**src/rtl/atu_pkg.sv**
```systemverilog
package atu_pkg;

  localparam int REG_IDX_W = 8;

  // Word offsets of the per-window registers, index register at word 0
  typedef enum logic [2:0] {
    FLD_VIEW    = 3'd0,
    FLD_CTRL1   = 3'd1,
    FLD_CTRL2   = 3'd2,
    FLD_BASE_LO = 3'd3,
    FLD_BASE_HI = 3'd4,
    FLD_LIMIT   = 3'd5,
    FLD_TGT_LO  = 3'd6,
    FLD_TGT_HI  = 3'd7
  } fieldSel_e;

  localparam logic [4:0] TYPE_MEM  = 5'd0;
  localparam logic [4:0] TYPE_IO   = 5'd2;
  localparam logic [4:0] TYPE_CFG0 = 5'd4;
  localparam logic [4:0] TYPE_CFG1 = 5'd5;

  localparam int ENABLE_BIT = 31;

  // Strobes from register control to the window datapath
  typedef struct packed {
    logic                 wrEn;
    fieldSel_e            field;
    logic [REG_IDX_W-1:0] region;
    logic [31:0]          data;
  } regStrobe_t;

endpackage

```
**src/rtl/atu_ctrl.sv**
```systemverilog
module atu_ctrl
  import atu_pkg::*;
#(
  parameter int NUM_VIEWS = 6
) (
  input  logic        clk,
  input  logic        rstN,
  input  logic        regWr,
  input  logic [2:0]  regWordAddr,
  input  logic [31:0] regWData,
  input  logic [31:0] fieldRdData,
  output regStrobe_t  strobe,
  output logic [31:0] regRData
);

  localparam logic [REG_IDX_W-1:0] MAX_IDX = REG_IDX_W'(NUM_VIEWS - 1);

  logic [REG_IDX_W-1:0] viewIdx;
  fieldSel_e            field;

  assign field = fieldSel_e'(regWordAddr);

  always_ff @(posedge clk) begin
    if (!rstN) begin
      viewIdx <= '0;
    end else if (regWr && field == FLD_VIEW) begin
      viewIdx <= (regWData[REG_IDX_W-1:0] > MAX_IDX) ? MAX_IDX
                                                     : regWData[REG_IDX_W-1:0];
    end
  end

  always_comb begin
    strobe.wrEn   = regWr && (field != FLD_VIEW);
    strobe.field  = field;
    strobe.region = viewIdx;
    strobe.data   = regWData;
  end

  assign regRData = (field == FLD_VIEW) ? {{(32-REG_IDX_W){1'b0}}, viewIdx}
                                        : fieldRdData;

  assert_index_clamp_R2: assert property (@(posedge clk) disable iff (!rstN)
    (regWr && field == FLD_VIEW && regWData[REG_IDX_W-1:0] > MAX_IDX)
      |=> (viewIdx == MAX_IDX));

endmodule

```
**src/rtl/atu_xlate.sv**
```systemverilog
module atu_xlate
  import atu_pkg::*;
#(
  parameter int NUM_OUT       = 4,
  parameter int SETTLE_CYCLES = 3
) (
  input  logic        clk,
  input  logic        rstN,
  input  regStrobe_t  strobe,
  input  logic [63:0] hostAddr,
  output logic [31:0] fieldRdData,
  output logic [63:0] busAddr,
  output logic [4:0]  busType,
  output logic        noMatch
);

  localparam int CNT_W = $clog2(SETTLE_CYCLES + 1);
  localparam int WIN_W = (NUM_OUT > 1) ? $clog2(NUM_OUT) : 1;

  logic [31:0]      baseLo [NUM_OUT];
  logic [31:0]      baseHi [NUM_OUT];
  logic [31:0]      limit  [NUM_OUT];
  logic [31:0]      tgtLo  [NUM_OUT];
  logic [31:0]      tgtHi  [NUM_OUT];
  logic [4:0]       winType[NUM_OUT];
  logic [CNT_W-1:0] settle [NUM_OUT];
  logic [NUM_OUT-1:0] enReq;
  logic [NUM_OUT-1:0] active;
  logic [NUM_OUT-1:0] hit;

  // Register storage, one set per implemented window
  always_ff @(posedge clk) begin
    if (!rstN) begin
      enReq <= '0;
      for (int i = 0; i < NUM_OUT; i++) begin
        baseLo[i]  <= '0;
        baseHi[i]  <= '0;
        limit[i]   <= '0;
        tgtLo[i]   <= '0;
        tgtHi[i]   <= '0;
        winType[i] <= '0;
        settle[i]  <= '0;
      end
    end else begin
      for (int i = 0; i < NUM_OUT; i++) begin
        if (settle[i] != '0) settle[i] <= settle[i] - 1'b1;
        if (strobe.wrEn && strobe.region == REG_IDX_W'(i)) begin
          case (strobe.field)
            FLD_CTRL1:   winType[i] <= strobe.data[4:0];
            FLD_CTRL2: begin
              if (strobe.data[ENABLE_BIT]) begin
                if (!enReq[i]) begin
                  enReq[i]  <= 1'b1;
                  settle[i] <= CNT_W'(SETTLE_CYCLES);
                end
              end else begin
                enReq[i]  <= 1'b0;
                settle[i] <= '0;
              end
            end
            FLD_BASE_LO: baseLo[i] <= strobe.data;
            FLD_BASE_HI: baseHi[i] <= strobe.data;
            FLD_LIMIT:   limit[i]  <= strobe.data;
            FLD_TGT_LO:  tgtLo[i]  <= strobe.data;
            FLD_TGT_HI:  tgtHi[i]  <= strobe.data;
            default: ;
          endcase
        end
      end
    end
  end

  // Per-window activity and range match
  for (genvar g = 0; g < NUM_OUT; g++) begin : gWin
    assign active[g] = enReq[g] && (settle[g] == '0);
    assign hit[g]    = active[g] && (hostAddr[63:32] == baseHi[g]) &&
                       (hostAddr[31:0] >= baseLo[g]) && (hostAddr[31:0] <= limit[g]);

    // Window settles before it can be seen as active
    assert_settle_hold_R5: assert property (@(posedge clk) disable iff (!rstN)
      (strobe.wrEn && strobe.region == REG_IDX_W'(g) && strobe.field == FLD_CTRL2 &&
       strobe.data[ENABLE_BIT] && !enReq[g]) |=> !active[g]);

    assert_disable_now_R5: assert property (@(posedge clk) disable iff (!rstN)
      (strobe.wrEn && strobe.region == REG_IDX_W'(g) && strobe.field == FLD_CTRL2 &&
       !strobe.data[ENABLE_BIT]) |=> !active[g]);

    // Writes aimed elsewhere (including unimplemented indices) leave this window alone
    assert_other_index_stable_R4: assert property (@(posedge clk) disable iff (!rstN)
      (strobe.wrEn && strobe.region != REG_IDX_W'(g))
        |=> ($stable(tgtLo[g]) && $stable(tgtHi[g]) && $stable(baseLo[g]) &&
             $stable(baseHi[g]) && $stable(limit[g]) && $stable(winType[g])));
  end

  // Lowest-numbered hit wins
  logic [WIN_W-1:0] winIdx;
  logic             anyHit;

  always_comb begin
    winIdx = '0;
    anyHit = 1'b0;
    for (int i = NUM_OUT - 1; i >= 0; i--) begin
      if (hit[i]) begin
        winIdx = WIN_W'(i);
        anyHit = 1'b1;
      end
    end
  end

  assert_lowest_wins_R8: assert property (@(posedge clk) disable iff (!rstN)
    anyHit |-> (hit[winIdx] &&
               ((hit & ((NUM_OUT'(1) << winIdx) - NUM_OUT'(1))) == '0)));

  logic [63:0] selBase;
  logic [63:0] selTgt;

  assign selBase = {baseHi[winIdx], baseLo[winIdx]};
  assign selTgt  = {tgtHi[winIdx],  tgtLo[winIdx]};
  assign busAddr = anyHit ? (selTgt + (hostAddr - selBase)) : hostAddr;
  assign busType = anyHit ? winType[winIdx] : 5'd0;
  assign noMatch = !anyHit;

  // Readback of the window picked by the index register
  always_comb begin
    fieldRdData = '0;
    for (int i = 0; i < NUM_OUT; i++) begin
      if (strobe.region == REG_IDX_W'(i)) begin
        case (strobe.field)
          FLD_CTRL1:   fieldRdData = {27'd0, winType[i]};
          FLD_CTRL2:   fieldRdData = {active[i], 31'd0};
          FLD_BASE_LO: fieldRdData = baseLo[i];
          FLD_BASE_HI: fieldRdData = baseHi[i];
          FLD_LIMIT:   fieldRdData = limit[i];
          FLD_TGT_LO:  fieldRdData = tgtLo[i];
          FLD_TGT_HI:  fieldRdData = tgtHi[i];
          default:     fieldRdData = '0;
        endcase
      end
    end
  end

endmodule

```
**src/rtl/atu_window_unit.sv**
```systemverilog
module atu_window_unit
  import atu_pkg::*;
#(
  parameter int NUM_OUT       = 4,
  parameter int NUM_VIEWS     = 6,
  parameter int SETTLE_CYCLES = 3
) (
  input  logic        clk,
  input  logic        rstN,
  input  logic        regWr,
  input  logic [2:0]  regWordAddr,
  input  logic [31:0] regWData,
  output logic [31:0] regRData,
  input  logic [63:0] hostAddr,
  output logic [63:0] busAddr,
  output logic [4:0]  busType,
  output logic        noMatch
);

  regStrobe_t  strobe;
  logic [31:0] fieldRdData;

  atu_ctrl #(.NUM_VIEWS(NUM_VIEWS)) uCtrl (
    .clk         (clk),
    .rstN        (rstN),
    .regWr       (regWr),
    .regWordAddr (regWordAddr),
    .regWData    (regWData),
    .fieldRdData (fieldRdData),
    .strobe      (strobe),
    .regRData    (regRData)
  );

  atu_xlate #(.NUM_OUT(NUM_OUT), .SETTLE_CYCLES(SETTLE_CYCLES)) uXlate (
    .clk         (clk),
    .rstN        (rstN),
    .strobe      (strobe),
    .hostAddr    (hostAddr),
    .fieldRdData (fieldRdData),
    .busAddr     (busAddr),
    .busType     (busType),
    .noMatch     (noMatch)
  );

endmodule

```
**config.mk**
```make
export PLATFORM = sky130hd
export DESIGN_NAME = atu_window_unit
export DESIGN_NICKNAME = d
export VERILOG_FILES = /design/src/rtl/atu_pkg.sv /design/src/rtl/atu_ctrl.sv /design/src/rtl/atu_xlate.sv /design/src/rtl/atu_window_unit.sv
export SDC_FILE = /design/constraint.sdc
export NUM_CORES = 2
export LEC_CHECK = 0
export BUFFER_PORTS_ARGS = -buffer_cell sky130_fd_sc_hd__buf_2
export CAP_MARGIN = 20
export CORE_MARGIN = 5
export CORE_UTILIZATION = 40
export CTS_CLUSTER_DIAMETER = 50
export CTS_CLUSTER_SIZE = 12
export DETAILED_ROUTE_END_ITERATION = 10
export GPL_TIMING_DRIVEN = 1
export RECOVER_POWER = 50
export SYNTH_ARGS = -nofsm -noshare
export SYNTH_HDL_FRONTEND = slang
export SYNTH_HIERARCHICAL = 1
export SYNTH_SLANG_ARGS = --single-unit
```
**constraint.sdc**
```tcl
create_clock -name clk -period 12.1 [get_ports clk]
set_input_delay 1.21 -clock clk [delete_from_list [all_inputs] [get_ports clk]]
set_output_delay 1.21 -clock clk [all_outputs]
set_load 0.03 [all_outputs]
```
* Word-level counts from Yosys, hierarchy flattened
Memory sizes are Yosys's and may differ from the RTL's.
Index checks and enable logic that the tools add are counted.
** Operators by class
- Reductions and logical operators :: 38
- Mux-type cells :: 186
- Bitwise logic cells :: 36
- Eq/ne operators :: 14
- $lt $le $gt $ge :: 9
- Add/subtract/negate cells :: 6
** Operator list (number)
- one-hot mux 32 bit (7 select lines) :: 4
- two-way mux 32 bit :: 25
- two-way mux 1 bit :: 134
- equality test 32 bit :: 4
- >= comparator 32 bit :: 4
- <= comparator 32 bit :: 4
- adder 64 bit :: 1
- two-way mux 64 bit :: 1
- subtractor 64 bit :: 1
- OR 1 bit :: 36
- two-way mux 2 bit :: 16
- two-way mux 5 bit :: 5
- logical AND 1 bit :: 22
- equality test 8 x 2 -> 1 bit (second input constant) :: 2
- equality test 3 bit (second input constant) :: 4
- equality test 8 x 1 -> 1 bit (second input constant) :: 1
- > comparator 8 x 3 -> 1 bit (second input constant) :: 1
- logical NOT 2 bit :: 4
- logical NOT 8 bit :: 1
- two-way mux 8 bit :: 1
- AND reduction 2 bit :: 4
- nonzero test 2 bit :: 4
- subtractor 2 x 1 -> 2 bit (second input constant) :: 4
- equality test 3 x 2 -> 1 bit (second input constant) :: 2
- other kinds (4) :: 4
** Word-level totals
- Bits in registers :: 12
- Memories kept :: 7
- Memory bits (writable) :: 668
- Output and inout bits :: 102
** Memories
- uXlate.baseHi :: depth 4, bits a word 32, read ports 5, clocked after memory_dff 0, write ports 4, RTL line atu_xlate.sv:21 : logic [31:0] baseHi [NUM_OUT];
- uXlate.baseLo :: depth 4, bits a word 32, read ports 5, clocked after memory_dff 0, write ports 4, RTL line atu_xlate.sv:20 : logic [31:0] baseLo [NUM_OUT];
- uXlate.limit :: depth 4, bits a word 32, read ports 4, clocked after memory_dff 0, write ports 4, RTL line atu_xlate.sv:22 : logic [31:0] limit [NUM_OUT];
- uXlate.tgtHi :: depth 4, bits a word 32, read ports 5, clocked after memory_dff 0, write ports 4, RTL line atu_xlate.sv:24 : logic [31:0] tgtHi [NUM_OUT];
- uXlate.tgtLo :: depth 4, bits a word 32, read ports 5, clocked after memory_dff 0, write ports 4, RTL line atu_xlate.sv:23 : logic [31:0] tgtLo [NUM_OUT];
- uXlate.winType :: depth 4, bits a word 5, read ports 5, clocked after memory_dff 0, write ports 4, RTL line atu_xlate.sv:25 : logic [4:0] winType[NUM_OUT];
- +1 memories

* Logic depth before layout (Yosys ltp)
An unclocked memory read counts as a cell.
- Depth in word-level cells :: 13
- Depth in mapped cells :: 32

* By module
The synthesis kept the hierarchy.
** Modules (own cells, without submodules)
- atu_xlate :: sequential area each 20139.3 µm², times used 1, cells each 4675, area an instance 48589.1 µm²
- atu_ctrl :: sequential area each 160.2 µm², times used 1, cells each 97, area an instance 819.5 µm²

* Worst setup path before layout
Ideal clock, no wire load.
- Path type :: input to output
- From :: in hostAddr[0]
- To :: out busAddr[48]
- Required time :: 10.890 ns
- Arrival time :: 8.048 ns
- Path buffers :: 3
- Setup slack :: 2.842 ns
- Stages :: 29
- Cell sequence :: inv_1 > ha_1 > nand2b_1 > a2111oi_0 > or3_1 > a21oi_1 > a2111oi_1 > a311o_1 > a211o_1 > buf_2 > buf_2 > buf_2 > mux2i_1 > a21oi_1 > fa_1 > fa_1 > a21o_1 > a21oi_1 > o21bai_1 > a31oi_1 > o21a_1 > o21ai_1 > a221o_1 > a41oi_1 > o31a_1 > o41ai_1 > o31ai_1 > xor2_1 > a21oi_1
** On the way
- Cells in the longest elaborated chain, start to end :: 11
- Elaborated cells on any way between the ends :: 31
** Ends and longest elaborated chain
- start: declaration :: RTL line atu_window_unit.sv:14 : input logic [63:0] hostAddr,
- >= comparator 32 bit :: RTL line atu_xlate.sv:77 : (hostAddr[31:0] >= baseLo[g]) && (hostAddr[31:0] <= limit[g]);
- logical AND 1 bit :: RTL line atu_xlate.sv:76 : assign hit[g] = active[g] && (hostAddr[63:32] == baseHi[g]) &&
- logical AND 1 bit :: RTL line atu_xlate.sv:77
- two-way mux 2 bit (4 in a row) :: RTL line atu_xlate.sv:103 : if (hit[i]) begin
- memory (4 x 32 bit) (on tied branches)
- subtractor 64 bit :: RTL line atu_xlate.sv:119 : assign busAddr = anyHit ? (selTgt + (hostAddr - selBase)) : hostAddr;
- adder 64 bit :: RTL line atu_xlate.sv:119
- two-way mux 64 bit (*) :: RTL line atu_xlate.sv:119
- end: declaration :: RTL line atu_window_unit.sv:15 : output logic [63:0] busAddr,
Every way passes the cells marked *; elsewhere a longest branch is shown, timed or not.

* Worst setup path in the final report
- From :: in hostAddr[0]
- To :: out busAddr[61]
The elaborated chain is that of the path after synthesis.

==> run_results.csv <==
group,metric,value,unit
synthesis,synth_area_per_cell,10.35,um^2
synthesis,ys_top_cells_by_area,"edfxtp_1 41%, ha_1 8.2%, and2_1 5.0%",
sta,hold_ws,0.5212,ns
detailed_routing,wl_per_cell,35.16,um
clocking,clk_pin_slew,0.05,ns
status,status,"finished, violations left",
sta,worst_slew_pin_slew,4.247,ns
clocking,clock_latency,0.71,ns
detailed_routing,vias_per_cell,6.494,
cells_and_area,nets,5275,
synthesis,synth-seq-area-share,41.08,%
power_and_ir_drop,clock_power_share,39.3,%
cells_and_area,final_common_cell,"edfxtp_1",
detailed_routing,wl,228800,um
critical_path,crit_top_cell,"a21oi_1",
clocking,cts-htree-levels,3,
floorplanning,pin_count,204,
synthesis,async_flop_share,0,%
clocking,cts.sinks,680,
critical_path,critical_path_class,"in -> out",
global_route,grt_use_met2,52.29,%
sta,worst_slack,0.2436,ns
global_route,grtUsageMet1,45.37,%
critical_path,cp_data_required_time,10.89,ns
floorplanning,die_h,361.5,um
sta,finalCritPeriodShare,97.99,%
global_route,grt_max_degree,108,
detailed_routing,drcViolationCount,0,
synthesis,ys_ff_latch,680,
sta,period_needed,11.86,ns
synthesis,synth-edff-count,668,
synthesis,yosys_warnings,6,
placed_design,dp.final_hpwl,167800,um
sta,fin_worst_skew,0.03518,ns
power_and_ir_drop,combPwrFrac,22.2,%
power_and_ir_drop,p_leak,22.82,nW
detailed_routing,firstDrtPassIters,6,
sta,rsz0062_at_grt,"no",
detailed_routing,drtIter0Drc,6235,
floorplanning,die-area,130700,um^2
cells_and_area,drive_gt1_share,14.73,%
clocking,cts_buffers,95,
synthesis,synth_top_cell_by_area,"edfxtp_1",
floorplanning,die_x,361.5,um
synthesis,netlist_instances,4772,
synthesis,synth-main-ff-cell,"edfxtp_1",
cells_and_area,final_util,44.84,%
min_path,hold_path_class,"reg -> reg",
power_and_ir_drop,p_per_area,130.5,nW/um^2
floorplanning,core,123200,um^2
critical_path,crit_path_top_delay_cell,"o21ai_0",
critical_path,start_kind,"input pin",
global_route,grt_pass1_vias,39840,
critical_path,cp_max_fo,15,
global_route,grt_busiest_layer,"met2",
cells_and_area,fill_cells,11570,
detailed_routing,vias,42250,
placed_design,routabilityCongestion,1.061,
clocking,root_buffer,"clkbuf_16",
clocking,cts_tree,"built",
sta,maxSlewViolCount,897,
detailed_routing,postRouteAntennaNets,0,
sta,relSlewSlack,-186.1,%
synthesis,yosysUniqueCellTypes,89,
synthesis,synth_area,49410,um^2
power_and_ir_drop,switching_share,32.63,%
power_and_ir_drop,p_seq_share,38.5,%
cells_and_area,area_growth,11.77,%
critical_path,slowest_delay,0.81,ns
global_route,grt.total_usage,33.69,%
synthesis,syn_nets,5261,
power_and_ir_drop,ir_drop,0.1137,mV
sta,setup_viol,0,
global_route,grt_overflow,0,
critical_path,crit_path_end_kind,"output port",
global_route,grtUsageMet3,7.938,%
sta,hold_viol,0,
placed_design,port_buffers,203,
cells_and_area,final_cell_mix,"668 x edfxtp_1, 343 x and3_1, 324 x ha_1",
power_and_ir_drop,p_sw,2.351,mW
clocking,clockBufferDepth,3,
global_route,grt_pass1_wl,315000,um
sta,final.setup.tns,0,ns
cells_and_area,fin_cells,6507,
critical_path,worstPathArrival,10.65,ns
power_and_ir_drop,internal_power,4.854,mW
power_and_ir_drop,power,7.205,mW
floorplanning,initial_utilization,40.12,%
placed_design,placed_cell_area,52280,um^2
global_route,antenna_found_initial,21,
synthesis,synth_top_area_share,40.60,%
status,violations,"capacitance limit, slew limit",
sta,clock.fmax,0.08434,GHz
clocking,cts_setup_buffers,0,
floorplanning,rows,129,
cells_and_area,design_area,55220,um^2
placed_design,place_ws,0.7472,ns
placed_design,dp.cells,6325,
job,maxCapViolations,30,
[cell usage after synthesis, types with 52 or more instances]
library cell	instances
edfxtp_1	668
and2_1	391
and3_1	345
clkbuf_1	327
ha_1	324
inv_1	307
nand2_1	250
a21oi_1	248
o21ai_0	215
nor2_1	121
a22oi_1	120
mux2i_1	118
mux2_2	99
xnor2_1	96
xor2_1	90
mux4_2	89
a211oi_1	85
nand4_1	72
fa_1	63
nand3_1	62
a21o_1	52
[state kept, by name, summed over array words and instances, names as in the netlist]
register / count
uXlate/baseLo: 128
uCtrl/viewIdx: 8
uXlate/limit: 128
uXlate/enReq: 4
uXlate/tgtLo: 128
uXlate/winType: 20
uXlate/settle: 8
uXlate/tgtHi: 128
uXlate/baseHi: 128
[final cells by class]
class	count	area (um^2)	share of cell area (%)
multi-input combinational	3360	26440	47.88
timing repair buffer	341	2101	3.804
sequential	680	20300	36.77
clock inverter	63	678.2	1.228
clock buffer	109	2472	4.477
antenna	9	22.52	0.04078
tap	1637	2048	3.709
inverter	308	1156	2.094
[path summary, 6_finish.rpt]
check | from | endpoint | slack [ns] | cells past startpoint
worst min-delay path | uXlate/enReq[3]$_SDFFE_PN0P_ | uXlate/enReq[3]$_SDFFE_PN0P_ | 0.52 | 2
worst min register to register | uXlate/enReq[3]$_SDFFE_PN0P_ | uXlate/enReq[3]$_SDFFE_PN0P_ | 0.52 | 2
worst max-delay path | hostAddr[0] | busAddr[61] | 0.24 | 34
worst max register to register | uCtrl/viewIdx[7]$_SDFFE_PN0P_ | uXlate/limit[1][3]$_SDFFCE_PN0P_ | 4.93 | 7
[logic make-up after synthesis]
group,after synthesis,share of synthesized area (%)
compound gates,1040,13.81
flops,680,41.08
xor+xnor,186,3.297
simple gates,1440,16.40
buf+inv,733,5.941
fa+ha+maj,387,10.76
mux,306,8.704
[critical path: cells and delay by family]
kind | cells | cell delay [ns]
compound gates | 17 | 5.40
xor+xnor | 1 | 0.35
fa+ha+maj | 3 | 1.17
simple gates | 4 | 0.78
mux | 1 | 0.15
buf+inv | 8 | 1.55
[per-layer routing]
layer / wire (um) / share of wire [%]
met1: 89000 / 39
met2: 101200 / 44
met3: 26170 / 11
met4: 12330 / 5.4
met5: 103 / 0.045
[power groups by stage]
stage	Sequential [mW]	Clock [mW]	Combinational, mW
global placement	2.81	0	1.54
global route	2.78	2.95	1.66
finish	2.78	2.83	1.60
floorplan	2.78	0	0.874
detailed placement	2.82	0	1.54
CTS	2.77	2.85	1.54
[timing repair]
item                                    CTS  global route
gates resized for setup                   0             1
hold buffers                              0             0
endpoints found under the setup margin    0             1
No activity file was read; power rests on OpenSTA's default activity.
